[src/rtl/irq_pkg.sv]
package irq_pkg;
  typedef logic [1:0] lvl_t;
  localparam lvl_t LVL_OFF = 2'b00;
  localparam lvl_t LVL_TOP = 2'b11;
  localparam int unsigned ADDR_REQ   = 0;
  localparam int unsigned ADDR_CTRL  = 1;
  localparam int unsigned ADDR_PRIO0 = 2;
endpackage

[src/rtl/irq_req_bank.sv]
module irq_req_bank #(
  parameter int unsigned N = 16
) (
  input  logic         clk_i,
  input  logic         rst_ni,
  input  logic [N-1:0] set_i,
  input  logic [N-1:0] clr_i,
  input  logic         wr_en_i,
  input  logic [N-1:0] wr_keep_i,
  output logic [N-1:0] q_o
);
  logic [N-1:0] q_d;

  always_comb begin
    q_d = q_o & ~clr_i;
    if (wr_en_i) q_d = q_d & wr_keep_i;
    q_d = q_d | set_i;
  end

  always_ff @(posedge clk_i or negedge rst_ni)
    if (!rst_ni) q_o <= '0;
    else         q_o <= q_d;


  set_wins_chk: assert property (@(posedge clk_i) disable iff (!rst_ni)
    (set_i != '0) |=> ((q_o & $past(set_i)) == $past(set_i)));


  sticky_chk: assert property (@(posedge clk_i) disable iff (!rst_ni)
    (!wr_en_i && clr_i == '0) |=> ((q_o & $past(q_o)) == $past(q_o)));
endmodule

[src/rtl/irq_prio_regs.sv]
module irq_prio_regs #(
  parameter int unsigned N_SRC = 16,
  parameter int unsigned DW    = 16,
  localparam int unsigned PER  = DW / 2,
  localparam int unsigned N_PW = (N_SRC + PER - 1) / PER,
  localparam int unsigned WW   = (N_PW > 1) ? $clog2(N_PW) : 1
) (
  input  logic                       clk_i,
  input  logic                       rst_ni,
  input  logic                       we_i,
  input  logic [WW-1:0]              word_i,
  input  logic [DW-1:0]              wdata_i,
  output logic [DW-1:0]              rdata_o,
  output irq_pkg::lvl_t [N_SRC-1:0]  lvl_o
);
  logic [N_PW-1:0][DW-1:0] prio_q;

  for (genvar w = 0; w < N_PW; w++) begin : g_word
    always_ff @(posedge clk_i or negedge rst_ni)
      if (!rst_ni)                            prio_q[w] <= '0;
      else if (we_i && word_i == WW'(w))      prio_q[w] <= wdata_i;
  end

  for (genvar i = 0; i < N_SRC; i++) begin : g_lvl
    assign lvl_o[i] = prio_q[i / PER][(i % PER) * 2 +: 2];
  end

  always_comb begin
    rdata_o = '0;
    for (int w = 0; w < N_PW; w++)
      if (word_i == WW'(w)) rdata_o = prio_q[w];
  end
endmodule

[src/rtl/irq_arbiter.sv]
module irq_arbiter #(
  parameter int unsigned N  = 16,
  parameter int unsigned IW = 4
) (
  input  logic [N-1:0]          req_i,
  input  irq_pkg::lvl_t [N-1:0] lvl_i,
  output logic                  vld_o,
  output logic [IW-1:0]         idx_o,
  output irq_pkg::lvl_t         lvl_o
);
  import irq_pkg::*;

  // descending scan with >= lets the lower index take ties
  always_comb begin
    lvl_o = LVL_OFF;
    idx_o = '0;
    for (int i = N - 1; i >= 0; i--) begin
      if (req_i[i] && lvl_i[i] != LVL_OFF && lvl_i[i] >= lvl_o) begin
        lvl_o = lvl_i[i];
        idx_o = IW'(i);
      end
    end
    vld_o = (lvl_o != LVL_OFF);
  end

  always_comb begin
    for (int i = 0; i < N; i++) begin
      if (req_i[i] && lvl_i[i] != LVL_OFF) begin

        level_order_chk: assert (vld_o && lvl_i[i] <= lvl_o) else $error("higher level lost");

        index_order_chk: assert (!(lvl_i[i] == lvl_o && i < int'(idx_o))) else $error("lower index lost");
      end
    end
  end
endmodule

[src/rtl/irq_ctl.sv]
module irq_ctl #(
  parameter int unsigned N_SRC  = 16,
  parameter int unsigned N_TRAP = 4,
  parameter int unsigned DW     = N_SRC,
  localparam int unsigned IW    = $clog2(N_SRC),
  localparam int unsigned TW    = (N_TRAP > 1) ? $clog2(N_TRAP) : 1,
  localparam int unsigned PER   = DW / 2,
  localparam int unsigned N_PW  = (N_SRC + PER - 1) / PER,
  localparam int unsigned WW    = (N_PW > 1) ? $clog2(N_PW) : 1,
  localparam int unsigned AW    = $clog2(2 + N_PW)
) (
  input  logic              clk_i,
  input  logic              rst_ni,
  input  logic [N_SRC-1:0]  src_pulse_i,
  input  logic [N_TRAP-1:0] trap_pulse_i,
  input  logic              di_i,
  input  logic              trap_instr_i,
  input  logic              reg_we_i,
  input  logic [AW-1:0]     reg_addr_i,
  input  logic [DW-1:0]     reg_wdata_i,
  output logic [DW-1:0]     reg_rdata_o,
  output logic              irq_o,
  output logic              irq_trap_o,
  output logic [IW-1:0]     irq_idx_o,
  input  logic              irq_ack_i
);
  import irq_pkg::*;

  logic [N_SRC-1:0]  req_q, src_clr, req_gated;
  logic [N_TRAP-1:0] trap_q, trap_clr;
  lvl_t [N_SRC-1:0]  lvl;
  lvl_t [N_TRAP-1:0] trap_lvl;
  logic [DW-1:0]     prio_rdata;
  logic [AW-1:0]     pw_off;
  logic              wr_req, wr_ctrl, wr_prio, ack_fire, ge_q, ge_clr;
  logic              m_vld, t_vld, hold_ok;
  logic [IW-1:0]     m_idx, t_idx;
  lvl_t              m_lvl, t_lvl;
  logic              hold_vld_q, hold_trap_q;
  logic [IW-1:0]     hold_idx_q;

  assign wr_req  = reg_we_i && reg_addr_i == AW'(ADDR_REQ);
  assign wr_ctrl = reg_we_i && reg_addr_i == AW'(ADDR_CTRL);
  assign wr_prio = reg_we_i && reg_addr_i >= AW'(ADDR_PRIO0);
  assign pw_off  = reg_addr_i - AW'(ADDR_PRIO0);

  assign ack_fire = irq_o && irq_ack_i;
  assign src_clr  = (ack_fire && !hold_trap_q) ? (N_SRC'(1) << hold_idx_q) : '0;
  assign trap_clr = (ack_fire && hold_trap_q) ? (N_TRAP'(1) << hold_idx_q[TW-1:0]) : '0;

  irq_req_bank #(.N(N_SRC)) u_src_bank (
    .clk_i, .rst_ni,
    .set_i     (src_pulse_i),
    .clr_i     (src_clr),
    .wr_en_i   (wr_req),
    .wr_keep_i (reg_wdata_i[N_SRC-1:0]),
    .q_o       (req_q)
  );

  irq_req_bank #(.N(N_TRAP)) u_trap_bank (
    .clk_i, .rst_ni,
    .set_i     (trap_pulse_i),
    .clr_i     (trap_clr),
    .wr_en_i   (1'b0),
    .wr_keep_i ('1),
    .q_o       (trap_q)
  );

  irq_prio_regs #(.N_SRC(N_SRC), .DW(DW)) u_prio (
    .clk_i, .rst_ni,
    .we_i    (wr_prio),
    .word_i  (pw_off[WW-1:0]),
    .wdata_i (reg_wdata_i),
    .rdata_o (prio_rdata),
    .lvl_o   (lvl)
  );

  // global enable: clear events beat a set in the same cycle
  assign ge_clr = di_i || trap_instr_i || (|trap_pulse_i) || ack_fire
               || (wr_ctrl && !reg_wdata_i[0]);

  always_ff @(posedge clk_i or negedge rst_ni)
    if (!rst_ni)                        ge_q <= 1'b0;
    else if (ge_clr)                    ge_q <= 1'b0;
    else if (wr_ctrl && reg_wdata_i[0]) ge_q <= 1'b1;

  assign req_gated = req_q & {N_SRC{ge_q}};

  irq_arbiter #(.N(N_SRC), .IW(IW)) u_src_arb (
    .req_i (req_gated), .lvl_i (lvl),
    .vld_o (m_vld), .idx_o (m_idx), .lvl_o (m_lvl)
  );

  for (genvar k = 0; k < N_TRAP; k++) begin : g_trap_lvl
    assign trap_lvl[k] = LVL_TOP;
  end

  irq_arbiter #(.N(N_TRAP), .IW(IW)) u_trap_arb (
    .req_i (trap_q), .lvl_i (trap_lvl),
    .vld_o (t_vld), .idx_o (t_idx), .lvl_o (t_lvl)
  );

  // held winner stays valid only while its source still qualifies
  always_comb begin
    if (hold_trap_q) hold_ok = trap_q[hold_idx_q[TW-1:0]];
    else             hold_ok = ge_q && req_q[hold_idx_q] && lvl[hold_idx_q] != LVL_OFF;
  end

  assign irq_o      = hold_vld_q && hold_ok;
  assign irq_trap_o = hold_trap_q;
  assign irq_idx_o  = hold_idx_q;

  always_ff @(posedge clk_i or negedge rst_ni)
    if (!rst_ni) begin
      hold_vld_q  <= 1'b0;
      hold_trap_q <= 1'b0;
      hold_idx_q  <= '0;
    end else if (ack_fire) begin
      hold_vld_q  <= 1'b0;
    end else if (!irq_o) begin
      hold_vld_q  <= t_vld || m_vld;
      hold_trap_q <= t_vld;
      hold_idx_q  <= t_vld ? t_idx : m_idx;
    end

  always_comb begin
    reg_rdata_o = '0;
    if (reg_addr_i == AW'(ADDR_REQ))       reg_rdata_o[N_SRC-1:0] = req_q;
    else if (reg_addr_i == AW'(ADDR_CTRL)) reg_rdata_o[0] = ge_q;
    else                                   reg_rdata_o = prio_rdata;
  end


  mask_gate_chk: assert property (@(posedge clk_i) disable iff (!rst_ni)
    (irq_o && !irq_trap_o) |-> (ge_q && req_q[irq_idx_o]));


  ack_drop_chk: assert property (@(posedge clk_i) disable iff (!rst_ni)
    (irq_o && irq_ack_i) |=> !ge_q);


  ge_set_src_chk: assert property (@(posedge clk_i) disable iff (!rst_ni)
    $rose(ge_q) |-> $past(wr_ctrl && reg_wdata_i[0]));


  idx_hold_chk: assert property (@(posedge clk_i) disable iff (!rst_ni)
    (irq_o && !irq_ack_i) |=> (!irq_o || ($stable(irq_idx_o) && $stable(irq_trap_o))));


  trap_first_chk: assert property (@(posedge clk_i) disable iff (!rst_ni)
    (!irq_o && !irq_ack_i && trap_q != '0) |=> irq_trap_o);
endmodule

[config.mk]
export PLATFORM = sky130hd
export DESIGN_NAME = irq_ctl
export DESIGN_NICKNAME = d
export VERILOG_FILES = /design/src/rtl/irq_pkg.sv /design/src/rtl/irq_req_bank.sv /design/src/rtl/irq_prio_regs.sv /design/src/rtl/irq_arbiter.sv /design/src/rtl/irq_ctl.sv
export SDC_FILE = /design/constraint.sdc
export NUM_CORES = 1
export LEC_CHECK = 0
export BUFFER_PORTS_ARGS = -buffer_cell sky130_fd_sc_hd__buf_2
export CORE_AREA = 2 2 130 132
export CTS_CLUSTER_SIZE = 30
export DETAILED_ROUTE_END_ITERATION = 8
export DIE_AREA = 0 0 132 134
export PLACE_DENSITY = 0.41
export SYNTH_ARGS = -nofsm -noshare
export SYNTH_HDL_FRONTEND = slang
export SYNTH_SLANG_ARGS = --single-unit
[constraint.sdc]
create_clock -name clk_i -period 40.2 [get_ports clk_i]
set_input_delay 4.02 -clock clk_i [delete_from_list [all_inputs] [get_ports clk_i]]
set_output_delay 4.02 -clock clk_i [all_outputs]
set_load 0.02 [all_outputs]
# ---- After elaboration in Yosys (flattened, before gate mapping)
# Cells that the tools add are included.
dict set report word_totals {
  register_bits 59
  latch_bits 0
  ramBits 0
  romBits 0
  in_bits 44
  out_inout_bits 22
  elab_cells 183
  mem_count 0
}
dict set report op_classes {
  add_sub_neg 1
  n_mul 0
  div_mod_pow 0
  magnitude_cmp 22
  eq_ne 2
  shift 2
  n_mux 59
  bitwise_logic 11
  n_reduce_logical 78
}
# op n
set ops {}
lappend ops {{4-bit two-way mux} 18}
lappend ops {{16-bit two-way mux} 4}
lappend ops {{2-bit two-way mux} 25}
lappend ops {{16-bit bitwise AND} 3}
lappend ops {{1-bit logical AND} 48}
lappend ops {{2-bit nonzero test} 20}
lappend ops {{2-bit >= comparator} 15}
lappend ops {{16-bit NOT} 1}
lappend ops {{16-bit OR} 1}
lappend ops {{1-bit by 4-bit left shift with 16-bit output, first input constant} 1}
lappend ops {{15-bit two-way mux} 1}
lappend ops {{2-bit binary-select mux with 4-bit select} 1}
lappend ops {{1-bit two-way mux} 8}
lappend ops {{2-bit >= comparator, first input constant} 3}
lappend ops {{1-bit logical OR} 5}
lappend ops {{4-bit by 5-bit less-than comparator with 1-bit output, second input constant} 1}
lappend ops {{4-bit bitwise AND} 1}
lappend ops {{1-bit binary-select mux with 4-bit select} 1}
lappend ops {{4-bit NOT} 1}
lappend ops {{4-bit OR} 1}
lappend ops {{4-bit OR reduction} 1}
lappend ops {{1-bit by 2-bit left shift with 4-bit output, first input constant} 1}
lappend ops {{2-bit by 3-bit less-than comparator with 1-bit output, second input constant} 1}
lappend ops {{1-bit NOT} 3}
lappend ops {{other kinds (9)} 10}

# ---- Longest topological paths before layout
# Gate-level depths: netlist of run 1.
dict set report logic_depth {
  word_depth 53
  ltp_mapped 97
  mapped_depth_nobuf 96
}

# ---- By module
# Synthesis of run 1 repeated with hierarchy kept, for this count alone.
dict set report hier_totals {
  cells_unflattened 631
  hier_area_um2 5408.9
}
# mod n_inst cells_per_inst area_each_um2 seq_area_each_um2
set modules_own_cells {}
lappend modules_own_cells {{irq_arbiter at u_src_arb} 1 228 1470.2 0.0}
lappend modules_own_cells {irq_prio_regs 1 87 1453.9 800.8}
lappend modules_own_cells {irq_ctl 1 183 1237.4 175.2}
lappend modules_own_cells {{irq_req_bank at u_src_bank} 1 65 711.9 400.4}
lappend modules_own_cells {{irq_arbiter at u_trap_arb} 1 52 360.3 0.0}
lappend modules_own_cells {{irq_req_bank at u_trap_bank} 1 16 175.2 100.1}

# ---- Worst setup path after synthesis of run 1
# Ideal clock, no wire load.
dict set report synth_path {
  kind {reg-to-reg}
  from {reg ge_q}
  to {reg hold_vld_q}
  setup_ns 0.136
  arrival_time_ns 16.854
  required_time_ns 40.064
  setup_slack_ns 23.210
  stages_incl_launch_ff 95
  path_buffers 1
  synth_period_minus_slack_ns 16.990
  path_cell_list {dfrtp_1 > buf_2 > nand3_1 > ha_1 > o21ai_1 > or3_1 > mux2_2 > ha_1 > nand2b_1 > o41ai_1 > a21oi_1 > o21ai_0 > nand2_1 > ha_1 > nand2b_1 > nand2_1 > a211o_1 > a31oi_1 > [59 not listed] > a211o_1 > o21ai_0 > a21oi_1 > ha_1 > inv_1 > a21oi_1 > nand3_1 > a21oi_1 > a21o_1 > mux2_2 > a21oi_1 > ha_1 > nand2b_1 > a21oi_1 > nor2_1 > or4_1 > nor4_1 > a21oi_1}
}
dict set report synth_between {
  elab_chain_len 53
  elab_cells_between_ends 74
  classes_between {order compare: 15; eq/ne: 1; mux: 19; bitwise: 1; reduce/logical: 38}
}
# element line_no
set synth_lines {}
lappend synth_lines {{from (decl)} irq_ctl.sv:35} ;# logic wr_req, wr_ctrl, wr_prio, ack_fire, ge_q, ge_clr;
lappend synth_lines {{from (signal assigned)} irq_ctl.sv:83} ;# if (!rst_ni) ge_q <= 1'b0;
lappend synth_lines {{from (signal assigned)} irq_ctl.sv:84} ;# else if (ge_clr) ge_q <= 1'b0;
lappend synth_lines {{from (signal assigned)} irq_ctl.sv:85} ;# else if (wr_ctrl && reg_wdata_i[0]) ge_q <= 1'b1;
lappend synth_lines {{16-bit bitwise AND} irq_ctl.sv:87} ;# assign req_gated = req_q & {N_SRC{ge_q}};
lappend synth_lines {{1-bit logical AND (2 in series)} irq_arbiter.sv:18} ;# if (req_i[i] && lvl_i[i] != LVL_OFF && lvl_i[i] >= lvl_o) begin
lappend synth_lines {{2-bit two-way mux} irq_arbiter.sv:18}
lappend synth_lines {{2-bit >= comparator} irq_arbiter.sv:18}
lappend synth_lines {{1-bit logical AND} irq_arbiter.sv:18}
lappend synth_lines {{2-bit two-way mux} irq_arbiter.sv:18}
lappend synth_lines {{2-bit >= comparator} irq_arbiter.sv:18}
lappend synth_lines {{1-bit logical AND} irq_arbiter.sv:18}
lappend synth_lines {{[36 not listed]} -}
lappend synth_lines {{2-bit two-way mux} irq_arbiter.sv:18}
lappend synth_lines {{2-bit >= comparator} irq_arbiter.sv:18}
lappend synth_lines {{1-bit logical AND} irq_arbiter.sv:18}
lappend synth_lines {{2-bit two-way mux} irq_arbiter.sv:18}
lappend synth_lines {{2-bit nonzero test} irq_arbiter.sv:23} ;# vld_o = (lvl_o != LVL_OFF);
lappend synth_lines {{1-bit logical OR} irq_ctl.sv:121} ;# hold_vld_q <= t_vld || m_vld;
lappend synth_lines {{1-bit two-way mux} irq_ctl.sv:120} ;# end else if (!irq_o) begin
lappend synth_lines {{1-bit two-way mux} irq_ctl.sv:118} ;# end else if (ack_fire) begin
lappend synth_lines {{to (signal assigned)} irq_ctl.sv:121}
lappend synth_lines {{to (decl)} irq_ctl.sv:39} ;# logic hold_vld_q, hold_trap_q;
# Parallel ways exist; a longest one is shown, timed or not. The select of a mux whose other input is x is not followed.
# A chain may end at the register's enable or synchronous reset.

# ---- Final worst setup path of run 1
# Same ends and word-level chain as after synthesis.

==> results of run 1 <==
[sequential cells by signal, summed over array words and instances (netlist names)]
signal	flops
u_prio.lvl_o	32
u_src_bank.q_o	16
irq_idx_o	4
u_trap_bank.q_o	4
ge_q	1
hold_vld_q	1
irq_trap_o	1
[area by class of cell]
| type | count | area (um2) | share of cell area |
|---|---|---|---|
| clock inverters | 5 | 30.0 | 0.00566 |
| inverters | 24 | 90.1 | 0.0170 |
| flip-flops and latches | 59 | 1480 | 0.278 |
| clock buffers | 11 | 233 | 0.0438 |
| well taps | 220 | 275 | 0.0519 |
| repair buffers | 68 | 348 | 0.0655 |
| multi-input cells | 405 | 2860 | 0.538 |
[synth_stat cells, types with 9 or more instances]
cell type	instances	area, um2
nand2b_1	22	138
nand3_1	24	120
clkbuf_1	10	37.5
nor2_1	24	90.1
mux2_2	44	495
or2_1	9	56.3
o21ai_1	10	50.1
a22o_1	21	184
inv_1	24	90.1
dfrtp_1	59	1480
and2_1	9	56.3
o21ai_0	35	175
ha_1	17	213
nor3_1	10	50.1
a21oi_1	32	160
nand2_1	47	176
[critical path, delay by kind of cell (launching register included)]
family                     cells  cell delay (ps)
adders and majority gates     16             4270
buffers and inverters          4              550
AOI/OAI and AO/OA             36             7120
DFF                            1              430
muxes                          3             1070
and+or+nand+nor               36             5860
[power by group through the flow]
| stage | Combinational, mW | Clock [mW] | Sequential, mW |
|---|---|---|---|
| floorplan | 0.0359 | 0 | 0.0759 |
| global placement | 0.0480 | 0 | 0.0853 |
| detailed placement | 0.0487 | 0 | 0.0854 |
| CTS | 0.0489 | 0.0712 | 0.0843 |
| global route | 0.0532 | 0.0738 | 0.0862 |
| finish | 0.0484 | 0.0690 | 0.0847 |
[metal layers]
metal,share of wire,vias up,global-route usage
li1,-,2015,-
met1,0.47,2085,0.255
met2,0.46,124,0.300
met3,0.047,25,0.0280
met4,0.022,0,0.0580
met5,0,-,0
[final timing paths]
kind	startpoint	to	slack [ps]	depth (start not counted)
min reg2reg	u_trap_bank.q_o[3]	u_trap_bank.q_o[3]	540	1
max in group asynchronous	rst_ni	u_prio.lvl_o[12]	35810	2
min	u_trap_bank.q_o[3]	u_trap_bank.q_o[3]	540	1
max	ge_q	hold_vld_q	20680	95
min in group asynchronous	rst_ni	u_prio.lvl_o[3]	3850	2
max reg2reg	ge_q	hold_vld_q	20680	95
[through the flow]
step                      cell area (um2)  setup slack (ps)  utilization
after floorplan                      4510             23210            -
after CTS                            5310             20660        0.326
final                                5310             20680        0.326
after global placement               5040             21000        0.310
after global routing                 5310             18880        0.326
after detailed placement             5040             20720        0.310
[cell usage in the layout (no fill, tap or decap), types with 7 or more instances in the layout]
master,n
and3_1,8
or2_1,9
clkbuf_16,9
a31oi_1,7
and2_1,9
buf_2,65
mux2_2,44
a21oi_1,32
nor3_1,10
nor2_1,24
nand3_1,24
a22o_1,21
inv_1,24
o21ai_0,35
nand2b_1,22
ha_1,17
o21ai_1,10
dfrtp_1,59
mux4_2,7
or3_1,7
nand2_1,47
[logic make-up after synthesis]
logic type               Yosys count
flip-flops                        59
AND/OR/NAND/NOR                  178
AO/OA/AOI/OAI                    157
multiplexers                      52
buffers and inverters             44
adder cells (fa/ha/maj)           18
==> results.md, run 1 <==
* Die ar. at 17,700 um2
* WP data required at 40,390 ps
* Detailed-route DRC error count at 0
* Adder-cell area share of the yosys netlist at 0.0494
* Post-Synth Simple-Gate Area at 0.205
* Gr usage total at 0.185
* Fillers at 1,744
* Seq/Total Area, Yosys at 0.328
* CTS Hold Buffers Added at 0
* Detailed placer's ending HPWL at 12,300 um
* Synth Cell Area at 4510 um2
* ANT cells at 0
* TNS Setup at 0 ps
* Complex-gate fraction of the synthesized area at 0.232
* Setup Skew at 6.82 ps
* Pleak at 2.31 nW
* Final hold violation count at 0
* Initial antenna violation count at 0
* Routed WL per cell at 20.0 um
* Largest net degree at the start of global routing at 60
* XOR/XNOR share of the synthesized area at 0
* Finished Layout Cells at 792
* Internal power at 131 uW
* Die Y at 134 um
* Max transition margin at 0.200
* Initial Util at 0.277
* Syn Inst Count at 508
* Seq pwr share at 0.419
* # Max-Cap Violations at 0
* Synth async-reset ratio at 1.00
* Worst VDD drop at 18.2 uV
* Gr ovfl total at 0
* Crit-path max FO at 39
* Post-CTS setup repair buffer count at 0
* Net switching power figure at 70.8 uW
* Clk sinks at 59
* Worst Tran Pin Value at 1200 ps
* Layout cells sized above 1 at 0.240
* Num ports at 66
* Iteration-0 DRC Markers at 272
* Max Slew Vio Count at 0
* Gate power share at 0.240
* Power consumption at 202 uW
* Main combinational cell family by area after synthesis: compound AO/OA/AOI/OAI gates
* Cells after DPL at 776
* Clk root buf: clkbuf_16
* Worst min path class: flop to flop
* Yosys warning count at 0
* Core Area at 16,300 um2
* Synth unique cells at 56
* Worst hold slack at 538 ps
* Syn_area_per_cell at 8.87 um2
* Number of synthesized flops with an enable pin at 0
* Net count, final at 628
* Post-synthesis mux area share at 0.147
* First-pass GRT wire length at 25,000 um
* Crit path capture type: flop
* Antenna-violating nets left at 0
* Pre-antenna DRT Iters at 5
* Fmax at 51.2 MHz
* Status: complete, no violations
* Worst path slowest cell: or4_1
* Vias in the first global route at 4,272
* RSZ-0062 raised after global routing: no
* Share of the clock period used by the worst path at 0.485
* H-Tree Depth at 3
* Top cell by count, worst path: ha_1
* #FFs+latches synth at 59
* CTS buffer count at 9
* Post-Syn Nets at 569
* Max Buffers Root-to-Sink at 2
* PD cells at 38.1 nW/um2
* Vias post-DR at 4,249
* Crit Path Class: flop to flop
* Row count at 47
* I/O Buffers at 65
* Worst EP arrival at 19,700 ps
* Worst-path clk slew at 50 ps
* CTS tree: built
* Final wirelength at 15,900 um
* Routability cong. at 0.883
* Worst-skew pair later-pin latency at 330 ps
* Setup Viol. Count Final at 0
* Worst path max stage delay at 490 ps
* Worst setup SP type: flop
* Post-cts repair resize count at 0
* Vias per cell at 5.36
* Die X at 132 um
* Synthesis-to-finish area growth at 17.8%
* Sw Share at 0.350
* Period minus WS final at 19,520 ps
* Ys flop type: dfrtp_1
* Clock share of power at 0.341
No activity file was read; power rests on OpenSTA's default activity.
==> run 2: changes to the inputs <==
--- a/config.mk
+++ b/config.mk
@@ -10,7 +10,7 @@
 export CTS_CLUSTER_SIZE = 30
 export DETAILED_ROUTE_END_ITERATION = 8
 export DIE_AREA = 0 0 132 134
-export PLACE_DENSITY = 0.41
+export PLACE_DENSITY = 0.42
 export SYNTH_ARGS = -nofsm -noshare
 export SYNTH_HDL_FRONTEND = slang
 export SYNTH_SLANG_ARGS = --single-unit
==> constraint.sdc (replaced) <==
create_clock -name clk_i -period 16.2 [get_ports clk_i]
set_input_delay 1.62 -clock clk_i [delete_from_list [all_inputs] [get_ports clk_i]]
set_output_delay 1.62 -clock clk_i [all_outputs]
set_load 0.02 [all_outputs]
==> run 2 against run 1 <==
Against the previous run: the run now ends with setup timing left; non-clock buffer count grew 86; clock skew shrank 2.0 ps; total power grew to 2.6 times the previous value; core utilization grew 7.6 points; critical endpoint unchanged; largest cell class unchanged; largest power group unchanged; highest routed layer unchanged.
==> results.md, run 2 (synthesized netlist as in run 1, its figures left out) <==
* Seq pwr share at 0.397
* Max Buffers Root-to-Sink at 2
* Die Y at 134 um
* Vias post-DR at 4,663
* Placed instance area at 5680 um2
* Fmax at 60.6 MHz
* Failing checks: setup timing
* Final wirelength at 17,600 um
* Detailed placer's ending HPWL at 13,100 um
* Initial antenna violation count at 0
* Gr usage total at 0.201
* CTS buffer count at 9
* RSZ-0062 raised after global routing: yes
* Commonest non-fill, non-tap cell in the layout: buf_4
* Max Slew Vio Count at 0
* Die X at 132 um
* Layout cells sized above 1 at 0.454
* Gate power share at 0.267
* Crit-path max FO at 4
* Fillers at 1,689
* Final Util at 0.402
* Clock share of power at 0.336
* Worst-skew pair later-pin latency at 330 ps
* Max transition margin at 0.218
* Worst min path class: flop to flop
* First-pass GRT wire length at 27,200 um
* Worst setup SP type: flop
* Worst path slowest cell: or4_4
* # Max-Cap Violations at 0
* Iteration-0 DRC Markers at 264
* Worst VDD drop at 42.5 uV
* Worst Tran Pin Value at 1170 ps
* Most frequent cells in the layout: 89 x buf_4, 65 x buf_2, 59 x dfrtp_1, 45 x nand2_1, 41 x mux2_2
* I/O Buffers at 65
* Setup Viol. Count Final at 5
* Detailed-route DRC error count at 0
* Antenna-violating nets left at 0
* WP data required at 16,410 ps
* Crit Path Class: flop to flop
* Cells after DPL at 823
* Row count at 47
* Sw Share at 0.358
* Gr ovfl total at 0
* Status: complete, but fails checks
* Largest net degree at the start of global routing at 60
* Worst-path clk slew at 50 ps
* Pleak at 2.85 nW
* Internal power at 343 uW
* Clk sinks at 59
* Worst path max stage delay at 460 ps
* Worst hold slack at 528 ps
* Initial Util at 0.277
* CTS tree: built
* Vias in the first global route at 4,574
* Final hold violation count at 0
* Top cell by count, worst path: nand2b_4
* ANT cells at 0
* Routability cong. at 0.881
* PD cells at 81.8 nW/um2
* Period minus WS final at 16,510 ps
* H-Tree Depth at 3
* Setup Skew at 4.80 ps
* CTS Hold Buffers Added at 0
* Largest register FFs at 32
* Net switching power figure at 192 uW
* Die ar. at 17,700 um2
* Worst EP arrival at 16,720 ps
* Num ports at 66
* Finished Layout Cells at 878
* PnR worst setup slack at -307 ps
* Clk root buf: clkbuf_16
* Net count, final at 714
* Share of the clock period used by the worst path at 1.02
* Final Cell Area at 6540 um2
* Synthesis-to-finish area growth at 45.1%
* Power consumption at 535 uW
* Routed WL per cell at 20.1 um
* Vias per cell at 5.31
* Pre-antenna DRT Iters at 5
* TNS Setup at -1210 ps
* Crit path capture type: flop
* Core Area at 16,300 um2
* Worst slack at placement at -734 ps
==> run 2: cell types whose count changed in the layout (fill, tap and decap cells not counted), moves of 5 or more <==
cell	previous run	this run
a21oi_1	32	19
ha_1	17	9
a21oi_2	0	12
buf_4	3	89
nand2b_4	0	11
o21ai_0	35	29
nand2b_1	22	11
nor2_1	24	19
o21ai_2	0	5
ha_4	0	8
==> run 2: power by group through the flow <==
stage	Sequential, mW	Clock [mW]	Combinational [mW]
global placement	0.212	0	0.135
global route	0.216	0.191	0.156
floorplan	0.189	0	0.0978
detailed placement	0.212	0	0.136
finish	0.213	0.180	0.143
CTS	0.211	0.183	0.141
==> run 2: metal layers <==
metal	wire, um	share of wire	global-route usage	vias to the layer above
li1	-	-	-	2194
met1	8320	0.47	0.287	2329
met2	8420	0.48	0.327	125
met3	685	0.039	0.0242	15
met4	220	0.012	0.0423	0
met5	0	0	0	-
==> run 2: worst max-delay path, delay by kind of cell, from the launching register on <==
kind	cells	cell delay, ps
AOI/OAI and AO/OA	33	5050
DFF	1	420
buffers and inverters	10	1080
muxes	3	900
adders and majority gates	15	3930
and+or+nand+nor	34	4980
==> run 2: final cells by class <==
type                    instances  area, um2  area share
well taps                     220        275      0.0421
clock buffers                  10        239      0.0365
clock inverters                 6       41.3     0.00631
repair buffers                154        993       0.152
flip-flops and latches         59       1480       0.226
multi-input cells             405       3430       0.524
inverters                      24       90.1      0.0138
==> run 2: what timing repair did <==
item / 4_1_cts / 5_1_grt
buffers inserted: 31 / 8
endpoints found under the setup margin: 5 / 5
gates cloned: 0 / 0
pin swaps: 52 / 18
resized for setup: 31 / 23
==> run 2: worst paths after layout <==
path                                         start                 end  slack [ps]  depth (start not counted)
worst min-delay path            u_trap_bank.q_o[2]  u_trap_bank.q_o[2]         530                          1
min in group asynchronous                   rst_ni     u_prio.lvl_o[3]        1440                          2
worst max register to register  u_src_bank.q_o[15]          hold_vld_q        -310                         95
worst min register to register  u_trap_bank.q_o[2]  u_trap_bank.q_o[2]         530                          1
worst max-delay path            u_src_bank.q_o[15]          hold_vld_q        -310                         95
max in group asynchronous                   rst_ni    u_prio.lvl_o[14]       14210                          2
